--- src/rtl/lqg_pkg.sv ---
package lqg_pkg;
    localparam int PHASE_W = 2;
    localparam int QUARTERS = 4;
    localparam int NOM_PERIOD = QUARTERS;
    localparam int LONG_PERIOD = QUARTERS + 1;

    typedef enum logic [2:0] {
        ST_Q1  = 3'd0,
        ST_Q2  = 3'd1,
        ST_Q3  = 3'd2,
        ST_Q4  = 3'd3,
        ST_Q4S = 3'd4,
        ST_Q4X = 3'd5
    } lq_state_e;

    function automatic logic [PHASE_W-1:0] quarter_of(lq_state_e st);
        logic [PHASE_W-1:0] q;
        unique case (st)
            ST_Q1:   q = PHASE_W'(0);
            ST_Q2:   q = PHASE_W'(1);
            ST_Q3:   q = PHASE_W'(2);
            default: q = PHASE_W'(3);
        endcase
        return q;
    endfunction
endpackage

--- src/rtl/lqg_phase_fsm.sv ---
module lqg_phase_fsm
    import lqg_pkg::*;
(
    input  logic      clk,
    input  logic      rst_n,
    input  logic      stretch_req,
    output lq_state_e state_q,
    output lq_state_e state_d
);

    always_comb begin
        state_d = state_q;
        unique case (state_q)
            ST_Q1:  state_d = ST_Q2;
            ST_Q2:  state_d = ST_Q3;
            ST_Q3:  state_d = stretch_req ? ST_Q4S : ST_Q4;
            ST_Q4S: state_d = ST_Q4X;
            ST_Q4:  state_d = ST_Q1;
            ST_Q4X: state_d = ST_Q1;
            default: state_d = ST_Q4;
        endcase
    end

    always_ff @(posedge clk or negedge rst_n) begin
        if (!rst_n) state_q <= ST_Q4;
        else        state_q <= state_d;
    end


    stretch_long_chk: assert property (@(posedge clk) disable iff (!rst_n)
        (state_q == ST_Q3 && stretch_req) |=> ##1 (state_q == ST_Q4X));


    no_stretch_chk: assert property (@(posedge clk) disable iff (!rst_n)
        (state_q == ST_Q3 && !stretch_req) |=> ##1 (state_q == ST_Q1));


    no_early_stretch_chk: assert property (@(posedge clk) disable iff (!rst_n)
        (state_q == ST_Q4 || state_q == ST_Q4X) |=> (state_q == ST_Q1));

endmodule

--- src/rtl/lqg_out_reg.sv ---
module lqg_out_reg
    import lqg_pkg::*;
#(
    parameter int PW = PHASE_W
) (
    input  logic          clk,
    input  logic          rst_n,
    input  lq_state_e     state_d,
    output logic          lclk_a,
    output logic          lclk_b,
    output logic [PW-1:0] phase_q
);

    logic [PW-1:0] phase_d;
    logic          a_d;
    logic          b_d;

    always_comb begin
        phase_d = PW'(quarter_of(state_d));
        a_d = (state_d == ST_Q1) || (state_d == ST_Q2);
        b_d = (state_d == ST_Q2) || (state_d == ST_Q3);
    end

    always_ff @(posedge clk or negedge rst_n) begin
        if (!rst_n) begin
            lclk_a  <= 1'b0;
            lclk_b  <= 1'b0;
            phase_q <= PW'(QUARTERS - 1);
        end else begin
            lclk_a  <= a_d;
            lclk_b  <= b_d;
            phase_q <= phase_d;
        end
    end

endmodule

--- src/rtl/lclk_quad_gen.sv ---
module lclk_quad_gen
    import lqg_pkg::*;
(
    input  logic               clk_in,
    input  logic               rst_n,
    input  logic               stretch_req,
    output logic               lclk_a,
    output logic               lclk_b,
    output logic [PHASE_W-1:0] phase_q
);

    lq_state_e state_q;
    lq_state_e state_d;

    lqg_phase_fsm u_fsm (
        .clk         (clk_in),
        .rst_n       (rst_n),
        .stretch_req (stretch_req),
        .state_q     (state_q),
        .state_d     (state_d)
    );

    lqg_out_reg #(.PW(PHASE_W)) u_out (
        .clk     (clk_in),
        .rst_n   (rst_n),
        .state_d (state_d),
        .lclk_a  (lclk_a),
        .lclk_b  (lclk_b),
        .phase_q (phase_q)
    );


    always @(negedge clk_in) begin
        if (!rst_n) begin
            reset_idle_chk: assert (!lclk_a && !lclk_b && phase_q == PHASE_W'(3));
        end
    end


    seq_step_chk: assert property (@(posedge clk_in) disable iff (!rst_n)
        (phase_q != PHASE_W'(3)) |=> (phase_q == $past(phase_q) + PHASE_W'(1)));


    a_phase_chk: assert property (@(posedge clk_in) disable iff (!rst_n)
        lclk_a == (phase_q == PHASE_W'(0) || phase_q == PHASE_W'(1)));


    b_phase_chk: assert property (@(posedge clk_in) disable iff (!rst_n)
        lclk_b == (phase_q == PHASE_W'(1) || phase_q == PHASE_W'(2)));


    phase_state_chk: assert property (@(posedge clk_in) disable iff (!rst_n)
        phase_q == quarter_of(state_q));

endmodule

--- config.mk ---
export PLATFORM = sky130hd
export DESIGN_NAME = lclk_quad_gen
export DESIGN_NICKNAME = d
export VERILOG_FILES = /design/src/rtl/lqg_pkg.sv /design/src/rtl/lqg_phase_fsm.sv /design/src/rtl/lqg_out_reg.sv /design/src/rtl/lclk_quad_gen.sv
export SDC_FILE = /design/constraint.sdc
export NUM_CORES = 1
export LEC_CHECK = 0
export ABC_AREA = 0
export BUFFER_PORTS_ARGS = -buffer_cell sky130_fd_sc_hd__clkbuf_2
export CELL_PAD_IN_SITES_DETAIL_PLACEMENT = 1
export CELL_PAD_IN_SITES_GLOBAL_PLACEMENT = 2
export CORE_AREA = 2 2 39 41
export CTS_CLUSTER_SIZE = 20
export DETAILED_ROUTE_END_ITERATION = 12
export DIE_AREA = 0 0 41 43
export PLACE_DENSITY_LB_ADDON = 0.08
export SYNTH_ARGS = -nofsm -noshare
export SYNTH_HDL_FRONTEND = slang
export SYNTH_SLANG_ARGS = --single-unit
--- constraint.sdc ---
create_clock -name clk_in -period 1 [get_ports clk_in]
set_input_delay 0.2 -clock clk_in [delete_from_list [all_inputs] [get_ports clk_in]]
set_output_delay 0.2 -clock clk_in [all_outputs]
set_load 0.01 [all_outputs]
==> flow_summary.toml, run 1 <==
[outcome]
status = "complete, but fails checks"
failed_checks = "setup timing"

[finish]
stdcell_area_um2 = 385.4
drive_above_1_share = 0.4706
fillers = 160
syn2layout_area_growth_pct = 37.50
diodes = 0
fin_nets = 38
multi_input_area_um2 = 91.34
seq_area_um2 = 180.2

[timing]
fmax_mhz = 946.9
maxSlewHeadroom = 0.8268
fin_ws_ps = -56.11
min_period_over_period = 1.056
finClkSkew_ps = 0.2739
tightest_slew_ps = 259.8
setup_viol = 2
min_period_ps = 1056
fin_setup_tns_ps = -111.8
finalHoldViolCount = 0
grt_setup_unrepaired = "true"
slew_violations = 0

[clock_network]
clock_sinks = 7
cts_root_buf = "clkbuf_4"
htreeDepth = 1
clkTransAtPathRegs_ps = 50
clk_path_buf_depth = 2
cts_tree = "yes"
clock_latency_ps = 240
cts-buffers-inserted = 3

[critical_path]
cp-start-kind = "flip-flop"
worstPathRequired_ps = 800
critPathBufInv = 1
crit_path_end_kind = "output pin"
cp_max_fo = 1
worstPathCellList = "buf_6"
critical_path_class = "flip-flop to output pin"
worst_path_largest_cell_delay_ps = 520
worst-endpoint-arrival_ps = 860
cp_top_family = "flip-flops"
slowest_stage = "dfstp_2"

[hold_path]
hp-class = "input pin to flip-flop"

[grt]
grt_max_degree = 8
grt_pass1_vias = 211
grtUsageTotal = 0.08012
grt_overflow = 0
antenna_found_initial = 0
grt_pass1_wl_um = 834

[placed_design]
dpl-instance-area_um2 = 321.6
portBuffers = 6
finalWeightedCongestion = 0.6890
hpwlAfterDp_um = 355.7

[routing]
vias_per_cell = 4.000
ant_nets = 0
vias = 200
drt_iter0_drc = 1
wl_per_cell_um = 10.02
routed_wl_um = 501
drtPass1Iterations = 3
drc_errors = 0

[power]
switching_share = 0.3240
p_leak_nw = 0.1812
switchingPower_w = 0.0004519
vdd_drop_max_v = 0.0008167
power_frac_clock = 0.182
internal_power_w = 0.0009429
p_comb_frac = 0.374
p_per_area_nw_per_um2 = 3619
seq_power_share = 0.445

[die]
initial_core_util = 0.2025
core_um2 = 1384
io_pins = 7
rows = 14
die_x_um = 41
fp.dieH_um = 43
die-area_um2 = 1763

[synthesis]
ys_seq_area_frac = 0.6429
async_flop_share = 1.000
synth_area_per_cell_um2 = 12.19
ys_seq_elements = 7
yosysTopAreaCell = "dfstp_2"
syn_nets = 26
synth_top_area_frac = 0.3750
yosys.cell_count.top_type = "dfstp_2"
ys_warn_count = 0
syn-cell-area_um2 = 280.3
synthTopCellsByArea = "dfstp_2 (38%), dfrtp_1 (27%), a21o_1 (5.4%)"
synth_commonest_cells = "dfstp_2 (4), dfrtp_1 (3), nand2_1 (3)"
synth_enable_flop_cells = 0
synth_cell_types = 14
netlist_instances = 23
ys.flop_type = "dfstp_2"

[flow_run]
maxCapViolCount = 0
[per-stage QoR]
stage	setup WS [ps]	utilization	instances	power (W)	hold slack (ps)
floorplan	19.63	-	23	0.0009340	-95.59
global placement	9.593	0.2324	44	0.001036	44.23
detailed placement	4.501	0.2324	44	0.001047	43.18
CTS	-85.09	0.2640	50	0.001338	209.0
global route	-91.72	0.2785	50	0.001510	223.0
finish	-56.11	0.2785	50	0.001395	214.3
[worst min-delay path: cells and delay by family]
family	cells	cell delay (ps)
AOI/OAI and AO/OA	1	110
buffers and inverters	1	100
and+or+nand+nor	1	40
[cells by family (layout without fill, tap and decap cells)]
kind of cell,Yosys count,in the layout,synth area share
buffers and inverters,2,13,0.05802
AND/OR/NAND/NOR,7,7,0.1205
AO/OA/AOI/OAI,6,6,0.1473
XOR/XNOR,1,1,0.03126
flip-flops,7,7,0.6428
[flip-flops by register name, indices dropped and copies added (netlist names)]
signal and cells:
u_out.lclk_a 1, u_out.phase_q 2, u_fsm.state_q 3, u_out.lclk_b 1
[final cells by class]
cell class                 instances  area share
sequential                         7      0.4675
clock buffer                       4     0.06818
timing repair buffer               9      0.1753
tap                               16     0.05195
multi-input combinational         14      0.2370
[placed cells by master, fill, tap and decap left out, drive strengths merged]
cell	synthesis	final
a21oi	2	2
nor2	1	1
nand3b	1	1
dlygate4sd3	0	1
dfstp	4	4
buf	2	4
nand2	3	3
o21bai	1	1
nand2b	1	1
dfrtp	3	3
xor2	1	1
clkbuf	0	8
nor3	1	1
a21o	2	2
a22o	1	1
[timing repair]
item / in CTS / in global routing
pin swaps: 0 / 2
cloned: 0 / 0
gates resized for setup: 0 / 5
hold buffers: 1 / 0
endpoints found under the setup margin: 3 / 4
hold endpoints to repair: 7 / 0
setup buffers: 1 / 0
[power by group through the flow]
stage,Combinational [W],Clock (W),Sequential [W]
2_1_floorplan,0.000345,0,0.000589
3_3_place_gp,0.000430,0,0.000606
3_5_place_dp,0.000439,0,0.000608
4_1_cts,0.000474,0.000265,0.000599
5_1_grt,0.000583,0.000279,0.000649
6_report,0.000521,0.000253,0.000620
[final timing paths]
path                                            start                    endpoint  slack, ps  depth (start not counted)
setup / recovery           u_out.phase_q[1]$_DFF_PN1_                  phase_q[1]        -60                          1
hold / removal                            stretch_req  u_fsm.state_q[0]$_DFF_PN1_        210                          3
setup reg to reg           u_fsm.state_q[1]$_DFF_PN1_      u_out.lclk_a$_DFF_PN0_         30                          2
hold reg to reg            u_fsm.state_q[0]$_DFF_PN1_  u_fsm.state_q[1]$_DFF_PN1_        570                          1
max in group asynchronous                       rst_n  u_out.phase_q[0]$_DFF_PN1_        450                          2
min in group asynchronous                       rst_n      u_out.lclk_b$_DFF_PN0_        320                          2
[per-layer routing]
layer  part of all wire  GRT usage
met1               0.42    0.07973
met2               0.50     0.1063
met3              0.078    0.06283
met4                  0    0.06000
met5                  0          0
(Power assumes the default switching activity.)
==> run 2, diff against run 1 <==
Settings changed: PLACE_DENSITY_LB_ADDON 0.08 to 0.1.
==> run 2 against run 1 <==
  * The run still ends with setup timing left
  * Fmax shrank 0.71%
  * Via count shrank 1.5%
  * Sequential cell count is the same
  * Combinational power shrank 5.8%
  * Routed wire length grew 3.2%
  * Final cell count shrank 2.0%
  * Power shrank 1.7%
  * Die area is the same
  * Clock-buffer cell count is the same
  * Sequential power grew 1%
  * Worst setup slack lost 7.6 ps
  * Global-route usage is essentially flat
  * Highest routed layer is now met4
==> flow_summary.toml, run 2 (same netlist as run 1, synthesis figures left out) <==
[timing]
fin_ws_ps = -63.67
maxSlewHeadroom = 0.8265
min_period_ps = 1064
slew_violations = 0
tightest_slew_ps = 260.3
setup_viol = 2
fmax_mhz = 940.1
finalHoldViolCount = 0
grt_setup_unrepaired = "true"
finClkSkew_ps = 1.216
min_period_over_period = 1.064
fin_setup_tns_ps = -123.4

[outcome]
status = "complete, but fails checks"
failed_checks = "setup timing"

[power]
p_comb_frac = 0.358
vdd_drop_max_v = 0.0008339
switchingPower_w = 0.0004497
p_leak_nw = 0.1762
seq_power_share = 0.457
internal_power_w = 0.0009214
power_frac_clock = 0.184
switching_share = 0.3280
p_per_area_nw_per_um2 = 3629

[critical_path]
timing.critical_path.from = "u_out.phase_q[1]$_DFF_PN1_"
cp-start-kind = "flip-flop"
worstPathCellList = "buf_6"
crit_path_end_kind = "output pin"
reg2reg_from = "u_fsm.state_q[1]$_DFF_PN1_"
worst_path_largest_cell_delay_ps = 520
cp_max_fo = 1
slowest_stage = "dfstp_2"
cp_top_family = "flip-flops"
critical_path_class = "flip-flop to output pin"
critPathBufInv = 1
worst-endpoint-arrival_ps = 860
worstPathRequired_ps = 800

[routing]
ant_nets = 0
vias = 197
drc_errors = 0
drt_iter0_drc = 1
vias_per_cell = 4.020
routed_wl_um = 517
wl_per_cell_um = 10.55
drtPass1Iterations = 2

[clock_network]
clkTransAtPathRegs_ps = 50
clock_latency_ps = 250
postCtsSetupRepairBufs = 0
cts-buffers-inserted = 3
htreeDepth = 1
clock_sinks = 7
clk_path_buf_depth = 2
cts_root_buf = "clkbuf_4"
cts_tree = "yes"

[finish]
final_cell_mix = "clkbuf_2 (4), dfstp_2 (4), nand2_1 (3), clkbuf_4 (3), dfrtp_1 (3)"
drive_above_1_share = 0.4545
fin_nets = 37
largest_reg_flops = 3
diodes = 0
finish.utilization = 0.2731
reg_top3 = "u_fsm.state_q x3, u_out.phase_q x2"
top_register = "u_fsm.state_q"
syn2layout_area_growth_pct = 34.82
fin_cells = 49
fillers = 163
stdcell_area_um2 = 377.9

[placed_design]
finalWeightedCongestion = 0.6890
portBuffers = 6
hpwlAfterDp_um = 386.2
dpl-instance-area_um2 = 321.6
dp.cells = 44

[die]
initial_core_util = 0.2025
die_x_um = 41
io_pins = 7
die-area_um2 = 1763
rows = 14
fp.dieH_um = 43
core_um2 = 1384

[grt]
grt_pass1_vias = 205
antenna_found_initial = 0
grt_pass1_wl_um = 800
grt_max_degree = 9
grtUsageTotal = 0.08004
grt_overflow = 0

[flow_run]
maxCapViolCount = 0

[hold_path]
hp-start = "stretch_req"
hp-class = "input pin to flip-flop"
## run 2: changes by cell type in the layout (fill, tap and decap cells not counted), sizes merged
cell / previous run / this run
buf: 4 / 3
## run 2: path summary, 6_finish.rpt
kind,to,slack (ps),cells after the start
max,phase_q[1],-60,1
min,u_fsm.state_q[0]$_DFF_PN1_,220,3
max reg2reg,u_out.lclk_a$_DFF_PN0_,20,2
min reg2reg,u_fsm.state_q[0]$_DFF_PN1_,560,2
max in group asynchronous,u_fsm.state_q[0]$_DFF_PN1_,440,2
min in group asynchronous,u_fsm.state_q[2]$_DFF_PN0_,320,2
## run 2: area by class of cell
class	count	area, µm²	share of cell area
clock buffer	4	26.28	0.06954
sequential	7	180.2	0.4768
timing repair buffer	8	60.06	0.1589
multi-input combinational	14	91.34	0.2417
tap	16	20.02	0.05298
## run 2: stage by stage
step           setup slack (ps)  total power, W  hold WS [ps]
2_1_floorplan             19.63       0.0009340        -95.59
3_3_place_gp              10.89        0.001035         43.85
3_5_place_dp             0.6901        0.001056         46.40
4_1_cts                  -99.02        0.001327         214.4
5_1_grt                  -97.70        0.001480         229.3
6_report                 -63.67        0.001371         219.0
## run 2: power groups by stage
stage | Sequential [W] | Clock, W | Combinational, W
after global routing | 0.000648 | 0.000287 | 0.000545
after CTS | 0.000612 | 0.000270 | 0.000445
after detailed placement | 0.000617 | 0 | 0.000439
after floorplan | 0.000589 | 0 | 0.000345
after global placement | 0.000604 | 0 | 0.000431
final | 0.000627 | 0.000253 | 0.000491
## run 2: per-layer routing
layer | vias to the layer above | part of all wire | global-route usage
met5 | - | 0 | 0
met4 | 0 | 0.0097 | 0.1000
met3 | 2 | 0.056 | 0.04712
met2 | 5 | 0.51 | 0.1031
met1 | 95 | 0.42 | 0.07285
li1 | 95 | - | -
## run 2: timing repair
action / 4_1_cts / 5_1_grt
hold buffers: 1 / 0
pin swaps: 1 / 1
gates resized for setup: 0 / 5
endpoints found under the setup margin: 3 / 4
endpoints found under the hold margin: 7 / 0
